$ cat src/rtl/cpirq_pkg.sv
package cpirq_pkg;
   localparam int unsigned ADDR_W    = 8;
   localparam int unsigned SLOT_W    = 4;
   localparam int unsigned MAX_CHANS = 1 << SLOT_W;

   localparam logic [ADDR_W-1:0] ADR_TX_RAW  = 8'h00;
   localparam logic [ADDR_W-1:0] ADR_RX_RAW  = 8'h01;
   localparam logic [ADDR_W-1:0] ADR_TX_MSET = 8'h02;
   localparam logic [ADDR_W-1:0] ADR_TX_MCLR = 8'h03;
   localparam logic [ADDR_W-1:0] ADR_RX_MSET = 8'h04;
   localparam logic [ADDR_W-1:0] ADR_RX_MCLR = 8'h05;
   localparam logic [ADDR_W-1:0] ADR_TX_PTR  = 8'h10;
   localparam logic [ADDR_W-1:0] ADR_RX_PTR  = 8'h20;

   function automatic int unsigned idx_width(input int unsigned n);
      return (n > 1) ? $clog2(n) : 1;
   endfunction
endpackage

$ cat src/rtl/cpirq_chan.sv
module cpirq_chan #(
   parameter int unsigned PTR_W = 32
) (
   input  logic             clk,
   input  logic             rst_n,
   input  logic             hw_we,
   input  logic [PTR_W-1:0] hw_data,
   input  logic             sw_we,
   input  logic [PTR_W-1:0] sw_data,
   output logic [PTR_W-1:0] hw_ptr,
   output logic             pending
);
   logic [PTR_W-1:0] hw_ptr_q;
   logic [PTR_W-1:0] sw_ptr_q;

   always_ff @(posedge clk) begin
      if (!rst_n) begin
         hw_ptr_q <= '0;
         sw_ptr_q <= '0;
      end else begin
         if (hw_we) hw_ptr_q <= hw_data;
         if (sw_we) sw_ptr_q <= sw_data;
      end
   end

   assign hw_ptr  = hw_ptr_q;
   assign pending = (hw_ptr_q != sw_ptr_q);

   AST_ACK_CLEARS: assert property (@(posedge clk) disable iff (!rst_n)
      (sw_we && !hw_we && sw_data == hw_ptr_q) |=> !pending);
   AST_UPD_RAISES: assert property (@(posedge clk) disable iff (!rst_n)
      (hw_we && !sw_we && hw_data != sw_ptr_q) |=> pending);
   AST_BOTH_APPLY: assert property (@(posedge clk) disable iff (!rst_n)
      (hw_we && sw_we && hw_data == sw_data) |=> !pending);
   AST_HW_HOLD: assert property (@(posedge clk) disable iff (!rst_n)
      !hw_we |=> $stable(hw_ptr));
endmodule

$ cat src/rtl/cpirq_bank.sv
module cpirq_bank
   import cpirq_pkg::*;
#(
   parameter int unsigned       NUM     = 8,
   parameter int unsigned       PTR_W   = 32,
   parameter logic [ADDR_W-1:0] A_RAW   = 8'h00,
   parameter logic [ADDR_W-1:0] A_MSET  = 8'h02,
   parameter logic [ADDR_W-1:0] A_MCLR  = 8'h03,
   parameter logic [ADDR_W-1:0] A_PTR   = 8'h10,
   localparam int unsigned      IDX_W   = idx_width(NUM)
) (
   input  logic              clk,
   input  logic              rst_n,
   input  logic              upd_vld,
   input  logic [IDX_W-1:0]  upd_chan,
   input  logic [PTR_W-1:0]  upd_ptr,
   input  logic              wr_en,
   input  logic [ADDR_W-1:0] addr,
   input  logic [PTR_W-1:0]  wdata,
   output logic [NUM-1:0]    raw,
   output logic [NUM-1:0]    mask,
   output logic              irq,
   output logic [PTR_W-1:0]  rd_data
);
   if (NUM < 1 || NUM > MAX_CHANS) begin : g_bad_num
      $error("cpirq_bank: NUM must be 1..%0d", MAX_CHANS);
   end
   if (PTR_W < NUM) begin : g_bad_width
      $error("cpirq_bank: PTR_W must cover NUM status bits");
   end

   logic hit_raw, hit_mset, hit_mclr, hit_ptr;
   logic [SLOT_W-1:0] slot;
   logic [NUM-1:0][PTR_W-1:0] hw_ptrs;
   logic [NUM-1:0] mask_q;

   assign slot     = addr[SLOT_W-1:0];
   assign hit_raw  = (addr == A_RAW);
   assign hit_mset = (addr == A_MSET);
   assign hit_mclr = (addr == A_MCLR);
   assign hit_ptr  = (addr[ADDR_W-1:SLOT_W] == A_PTR[ADDR_W-1:SLOT_W]) &&
                     ({1'b0, slot} < (SLOT_W+1)'(NUM));

   for (genvar g = 0; g < NUM; g++) begin : g_chan
      cpirq_chan #(.PTR_W(PTR_W)) u_chan (
         .clk     (clk),
         .rst_n   (rst_n),
         .hw_we   (upd_vld && (upd_chan == IDX_W'(g))),
         .hw_data (upd_ptr),
         .sw_we   (wr_en && hit_ptr && (slot == SLOT_W'(g))),
         .sw_data (wdata),
         .hw_ptr  (hw_ptrs[g]),
         .pending (raw[g])
      );
   end

   always_ff @(posedge clk) begin
      if (!rst_n)                  mask_q <= '0;
      else if (wr_en && hit_mset)  mask_q <= mask_q | wdata[NUM-1:0];
      else if (wr_en && hit_mclr)  mask_q <= mask_q & ~wdata[NUM-1:0];
   end

   assign mask = mask_q;
   assign irq  = |(raw & mask_q);

   always_comb begin
      rd_data = '0;
      if (hit_raw) rd_data[NUM-1:0] = raw;
      if (hit_mset || hit_mclr) rd_data[NUM-1:0] = mask_q;
      if (hit_ptr) begin
         for (int i = 0; i < NUM; i++) begin
            if (slot == SLOT_W'(i)) rd_data = hw_ptrs[i];
         end
      end
   end

   AST_MASK_SET: assert property (@(posedge clk) disable iff (!rst_n)
      (wr_en && hit_mset) |=> ((mask_q & $past(wdata[NUM-1:0])) == $past(wdata[NUM-1:0])));
   AST_MASK_CLR: assert property (@(posedge clk) disable iff (!rst_n)
      (wr_en && hit_mclr) |=> ((mask_q & $past(wdata[NUM-1:0])) == '0));
   AST_MASK_HOLD: assert property (@(posedge clk) disable iff (!rst_n)
      !(wr_en && (hit_mset || hit_mclr)) |=> $stable(mask_q));
endmodule

$ cat src/rtl/cp_irq_unit.sv
module cp_irq_unit
   import cpirq_pkg::*;
#(
   parameter int unsigned NUM_TX = 8,
   parameter int unsigned NUM_RX = 8,
   parameter int unsigned PTR_W  = 32,
   localparam int unsigned TX_IDX_W = idx_width(NUM_TX),
   localparam int unsigned RX_IDX_W = idx_width(NUM_RX)
) (
   input  logic                clk,
   input  logic                rst_n,
   input  logic                tx_upd_vld,
   input  logic [TX_IDX_W-1:0] tx_upd_chan,
   input  logic [PTR_W-1:0]    tx_upd_ptr,
   input  logic                rx_upd_vld,
   input  logic [RX_IDX_W-1:0] rx_upd_chan,
   input  logic [PTR_W-1:0]    rx_upd_ptr,
   input  logic                bus_wr_en,
   input  logic                bus_rd_en,
   input  logic [ADDR_W-1:0]   bus_addr,
   input  logic [PTR_W-1:0]    bus_wdata,
   output logic [PTR_W-1:0]    bus_rdata,
   output logic                tx_irq,
   output logic                rx_irq
);
   logic [NUM_TX-1:0] tx_raw, tx_mask;
   logic [NUM_RX-1:0] rx_raw, rx_mask;
   logic [PTR_W-1:0]  tx_rd, rx_rd;
   logic [PTR_W-1:0]  rdata_q;

   cpirq_bank #(
      .NUM(NUM_TX), .PTR_W(PTR_W), .A_RAW(ADR_TX_RAW),
      .A_MSET(ADR_TX_MSET), .A_MCLR(ADR_TX_MCLR), .A_PTR(ADR_TX_PTR)
   ) u_tx (
      .clk(clk), .rst_n(rst_n),
      .upd_vld(tx_upd_vld), .upd_chan(tx_upd_chan), .upd_ptr(tx_upd_ptr),
      .wr_en(bus_wr_en), .addr(bus_addr), .wdata(bus_wdata),
      .raw(tx_raw), .mask(tx_mask), .irq(tx_irq), .rd_data(tx_rd)
   );

   cpirq_bank #(
      .NUM(NUM_RX), .PTR_W(PTR_W), .A_RAW(ADR_RX_RAW),
      .A_MSET(ADR_RX_MSET), .A_MCLR(ADR_RX_MCLR), .A_PTR(ADR_RX_PTR)
   ) u_rx (
      .clk(clk), .rst_n(rst_n),
      .upd_vld(rx_upd_vld), .upd_chan(rx_upd_chan), .upd_ptr(rx_upd_ptr),
      .wr_en(bus_wr_en), .addr(bus_addr), .wdata(bus_wdata),
      .raw(rx_raw), .mask(rx_mask), .irq(rx_irq), .rd_data(rx_rd)
   );

   always_ff @(posedge clk) begin
      if (!rst_n)         rdata_q <= '0;
      else if (bus_rd_en) rdata_q <= tx_rd | rx_rd;
   end

   assign bus_rdata = rdata_q;

   AST_RDATA_HOLD: assert property (@(posedge clk) disable iff (!rst_n)
      !bus_rd_en |=> $stable(bus_rdata));
   AST_TX_IRQ_SRC: assert property (@(posedge clk) disable iff (!rst_n)
      tx_irq |-> ((tx_raw & tx_mask) != '0));
   AST_RX_IRQ_SRC: assert property (@(posedge clk) disable iff (!rst_n)
      rx_irq |-> ((rx_raw & rx_mask) != '0));
endmodule

$ cat config.mk
export PLATFORM = sky130hd
export DESIGN_NAME = cp_irq_unit
export DESIGN_NICKNAME = d
export VERILOG_FILES = /design/src/rtl/cpirq_pkg.sv /design/src/rtl/cpirq_chan.sv /design/src/rtl/cpirq_bank.sv /design/src/rtl/cp_irq_unit.sv
export SDC_FILE = /design/constraint.sdc
export NUM_CORES = 2
export LEC_CHECK = 0
export BUFFER_PORTS_ARGS = -buffer_cell sky130_fd_sc_hd__buf_2
export CAP_MARGIN = 0
export CORE_AREA = 2 2 402 404
export DETAILED_ROUTE_END_ITERATION = 10
export DIE_AREA = 0 0 404 406
export PLACE_DENSITY = 0.48
export SYNTH_ARGS = -nofsm -noshare
export SYNTH_HDL_FRONTEND = slang
export SYNTH_SLANG_ARGS = --single-unit
$ cat constraint.sdc
create_clock -name clk -period 5 [get_ports clk]
set_clock_uncertainty 0.2 [all_clocks]
set_input_delay 1 -clock clk [delete_from_list [all_inputs] [get_ports clk]]
set_output_delay 1 -clock clk [all_outputs]
set_load 0.01 [all_outputs]
After elaboration in Yosys (flattened, before gate mapping)
Cells that the tools add are included.
{ "word_totals": {"regBits": 1072, "inputBits": 116, "out_inout_bits": 34} }
{ "op_classes": {"magnitude_cmp": 1, "eq_ne": 44, "muxes": 26, "n_bitwise": 8, "reduce_logical": 50} }
{ "ops": {"columns": ["op", "count"], "rows": [
  ["$mux 32", 18],
  ["$ne 32x32->1", 16],
  ["$mux 8", 8],
  ["$logic_and 1x1->1", 40],
  ["$and 8x8->8", 4],
  ["$or 32x32->32", 1],
  ["$eq 3x3->1 const B", 8],
  ["$eq 4x3->1 const B", 4],
  ["$eq 8x2->1 const B", 2],
  ["$eq 8x3->1 const B", 2],
  ["$or 8x8->8", 2],
  ["$reduce_or 8->1", 2],
  ["$eq 3x2->1 const B", 4],
  ["$eq 4x2->1 const B", 3],
  ["$eq 4x1->1 const B", 2],
  ["$eq 8x1->1 const B", 1],
  ["$logic_not 8->1", 1],
  ["$not 8->8", 1],
  ["$eq 3x1->1 const B", 2],
  ["$logic_not 3->1", 2],
  ["$logic_not 4->1", 1],
  ["$lt 4x4->1 const B", 1],
  ["$reduce_bool 2->1", 2],
  ["$logic_or 1x1->1", 2]
]} }

Longest topological paths before layout
{ "depth": {"word_depth": 13, "mapped_depth": 10} }

By module
A second synthesis with hierarchy kept.
{ "unflattened": {"hier_cells": 5012, "hier_area_um2": 51857.2} }
{ "modules_own_cells": {"columns": ["module", "n_inst", "cells_each", "area_each_um2"], "rows": [
  ["cpirq_chan", 16, 250, 2778.9],
  ["cpirq_bank at u_rx", 1, 424, 3186.8],
  ["cpirq_bank at u_tx", 1, 450, 3051.7],
  ["cp_irq_unit", 1, 138, 1156.1]
]} }

Worst setup path after synthesis
No wires, ideal clock.
{ "synth_timing": {"kind": "input port to flip-flop", "from": "input bus_addr[3]", "to": "register u_tx.g_chan[3].u_chan.sw_ptr_q[10]", "setup_ps": 132, "t_arrival_ps": 2493, "required_ps": 4668, "slack_ps": 2175, "stages": 8, "n_path_buf": 2, "cell_sequence": "or3_4 nor3_4 nand2_2 or3_1 clkbuf_1 buf_2 nand2_1 a21oi_1"} }
{ "synth_via": {"elab_chain_cells": 4} }
{ "synth_lines": {"columns": ["element", "line_no", "rtl"], "rows": [
  ["start: declaration", "cp_irq_unit.sv:20", "input logic [ADDR_W-1:0] bus_addr,"],
  ["$lt 4x4->1", "cpirq_bank.sv:42", "({1'b0, slot} < (SLOT_W+1)'(NUM));"],
  ["$logic_and 1x1->1", "cpirq_bank.sv:41", "assign hit_ptr = (addr[ADDR_W-1:SLOT_W] == A_PTR[ADDR_W-1:SLOT_W]) &&"],
  ["$logic_and 1x1->1", "cpirq_bank.sv:50", ".sw_we (wr_en && hit_ptr && (slot == SLOT_W'(g))),"],
  ["$logic_and 1x1->1 (*)", "cpirq_bank.sv:50", null],
  ["end signal: assignment", "cpirq_chan.sv:22", "if (sw_we) sw_ptr_q <= sw_data;"],
  ["end: declaration", "cpirq_chan.sv:14", "logic [PTR_W-1:0] sw_ptr_q;"]
]} }
Mark *: on every way between the ends. The rest lies on a longest branch, timed or not.
A chain may end at the register's enable or synchronous reset.

Worst setup path after layout
{ "layout_timing": {"from": "register u_tx.g_chan[2].u_chan.hw_ptr_q[11]", "to": "output tx_irq"} }
{ "layout_via": {"elab_chain_cells": 3} }
{ "layout_lines": {"columns": ["element", "line_no", "rtl"], "rows": [
  ["start: declaration", "cpirq_chan.sv:13", "logic [PTR_W-1:0] hw_ptr_q;"],
  ["start signal: assignment", "cpirq_chan.sv:21", "if (hw_we) hw_ptr_q <= hw_data;"],
  ["$ne 32x32->1", "cpirq_chan.sv:27", "assign pending = (hw_ptr_q != sw_ptr_q);"],
  ["$and 8x8->8", "cpirq_bank.sv:64", "assign irq = |(raw & mask_q);"],
  ["$reduce_or 8->1", "cpirq_bank.sv:64", null],
  ["end: declaration", "cp_irq_unit.sv:23", "output logic tx_irq,"]
]} }
No other way between the ends.

==> metrics <==
CTS root buf=clkbuf_16; RePlAce Congestion=0.957; Synth area leaders=dfxtp_1 (45%), nand2_1 (17%), a21oi_1 (12%), xnor2_1 (6.5%), clkbuf_1 (3.1%); R2R setup slack=2.24 ns; FMAX=0.203 GHz; Final Hold Fails=0; Worst path max stage delay=0.84 ns; Post-Route WL=245 mm; CP arrival=3.72 ns; CTS Hold Bufs=0; vias per inst=5.55; first-pass GRT wire length=333 mm; TritonCTS Buffers=115; Yosys top cell area share=0.451; Longest Clk Path Bufs=3; Finished Cell Area=0.0538 mm2; synthesized area=0.0475 mm2; Core ar.=0.160 mm2; syn nets=6,251; Routed wire per std cell=29.9 um; Mapped Avg Cell Area=7.75 um2; top cell type by total area after synthesis=dfxtp_1; Worst Path Buf+Inv=1; commonest non-fill, non-tap cell in the layout=nand2_1; post-synth cell types=69; worst-path maximum fanout=3; critical-path cell list=xor2_1, nor4_1, nand4_1, o21ai_0, and2_1, nand4_1, buf_2; Initial Utilization=0.298; Power per Cell Area=359 mW/mm2; VDD IR max=0.407 mV; pin count of the biggest net entering global routing=132; IO Port Bufs=149; Top FF cell, synth=dfxtp_1; Vias=45,406; most frequent cells in the layout=nand2_1 (2,111), a21oi_1 (1,096), dfxtp_1 (1,072); fin crit share=0.985; clock sinks=1,072; # DRC=0; CP Launch Type=register; Ports=150; dpl cell area=0.0499 mm2; post-synthesis mux area share=0.0349; required time of the worst setup path=3.80 ns; antenna viol nets, final=0; Finish-stage setup viols=0; H-tree depth=3; Resized cells post-CTS=0; Nets=6,103; Total Power=19.3 mW; CP Capture Type=output pin; CP Class=reg -> out; Slew @ Worst Pin=1.24 ns; max-slew violations=0; Max transition margin=0.175; layout cell share with drive strength beyond 1=0.0978; max-cap violations=0; CP max stage cell=nor4_1; Clk pin slew, worst setup/hold paths=0.06 ns; post-route setup TNS=0 ns; Most common cell on crit path=nand4_1; overall routing resource usage=0.288; die height=406 um; unrepaired setup endpoints after global routing=false; Die Wd=404 um; Die ar.=0.164 mm2; compound-gate portion of the synthesized area=0.160; GRT overflow=0; worst skew pair latency=0.77 ns; first-pass detailed-route iteration total=6; synth-to-layout area growth=13.3%; adder and majority gate portion of the synthesized area=0; number of flops mapped to enable cells by yosys=0; simple-gate share of the synthesized area=0.212; Post-CTS Setup Inserts=0; Tightest Hold Check Type=reg -> reg; status=complete, no violations; post-placement cell count=7,956; cells after synthesis=6,135; DP Wirelength=164 mm; Seq cells post-synth=1,072; main combinational cell family by area after synthesis=simple AND/OR/NAND/NOR gates; CTS tree=built; vias in the first global route=40,767; YS warnings=0; Post-synth ARST share=0; post-synthesis xor/xnor area fraction=0.0943; # rows=147; Lkg Pwr=18.0 nW; minimum clock period=4.92 ns; 1st-iter DRT viols=6,222; register area share after synthesis=0.451; post-route insts no fill=8,181; initial antenna violation count=35; Crit path max-delay family=simple AND/OR/NAND/NOR gates
[metal layers]
layer  GRT usage  vias up  routed length, um
li1            -    20146                  -
met3      0.0462      521              20600
met1       0.385    22307             101000
met5           0        -                119
met4       0.159       20              15500
met2       0.443     2412             108000
[report_power, final]
group / switching [mW] / internal, mW
clock: 3.85 / 5.04
combinational: 1.26 / 0.356
sequential: 0.157 / 8.64
total: 5.27 / 14.0
[flip-flops by register name, indices dropped and copies added, names as in the netlist, named ones only]
signal / flops
u_rx.g_chan.u_chan.hw_ptr: 256
u_rx.g_chan.u_chan.sw_ptr_q: 256
u_tx.g_chan.u_chan.hw_ptr: 256
u_tx.g_chan.u_chan.sw_ptr_q: 256
bus_rdata: 32
[synth_stat cells (all sizes together) (5+ instances only)]
library cell,instances
a2111oi,6
a211oi,7
a21oi,1096
a221o,5
a221oi,12
a22oi,13
a311oi,17
a31oi,46
buf,82
clkbuf,455
dfxtp,1072
inv,8
mux2,30
mux2i,26
mux4,47
nand2,2112
nand2b,13
nand3,17
nand4,110
nor2,99
nor2b,12
nor3,36
nor4,64
o211ai,6
o21ai,113
o221ai,38
o22ai,25
or3,10
xnor2,352
xor2,160
[logic make-up after synthesis]
kind of cell | count (synthesis)
compound gates | 1412
simple gates | 2490
mux | 103
buf+inv | 546
xor+xnor | 512
flops | 1072
[per-stage QoR]
stage | hold WS (ns) | utilization | worst slack (ns)
2_1_floorplan | 0.248 | - | 2.18
6_report | 0.265 | 0.337 | 0.0756
4_1_cts | 0.267 | 0.337 | 0.228
5_1_grt | 0.279 | 0.337 | 0.0402
3_5_place_dp | 0.258 | 0.313 | 0.675
3_3_place_gp | 0.253 | 0.313 | 0.647
[final cells by class]
type                            instances  area, um2
Clock buffer                          166       3410
Antenna cell                           10       25.0
Sequential cell                      1072      21500
Fill cell                           16900     106000
Tap cell                             2086       2610
Clock inverter                         49        464
Inverter                                9       41.3
Multi-Input combinational cell       4517      24000
Timing Repair Buffer                  272       1840
[worst min-delay path, stage by stage (launching register included)]
cell and delay, ns:
dfxtp_1 0.31, nand2_1 0.05, a21oi_1 0.05
[path summary, 6_finish.rpt]
path                                                        start                                               to  cells past startpoint
setup / recovery    u_tx.g_chan[2].u_chan.hw_ptr[11]$_SDFFE_PN0P_                                           tx_irq                      7
hold / removal    u_tx.g_chan[2].u_chan.sw_ptr_q[10]$_SDFFE_PN0P_  u_tx.g_chan[2].u_chan.sw_ptr_q[10]$_SDFFE_PN0P_                      2
setup reg to reg    u_tx.g_chan[2].u_chan.hw_ptr[11]$_SDFFE_PN0P_                        bus_rdata[2]$_SDFFE_PN0P_                      5
hold reg to reg   u_tx.g_chan[2].u_chan.sw_ptr_q[10]$_SDFFE_PN0P_  u_tx.g_chan[2].u_chan.sw_ptr_q[10]$_SDFFE_PN0P_                      2
Power figures use the tool's default switching activity.
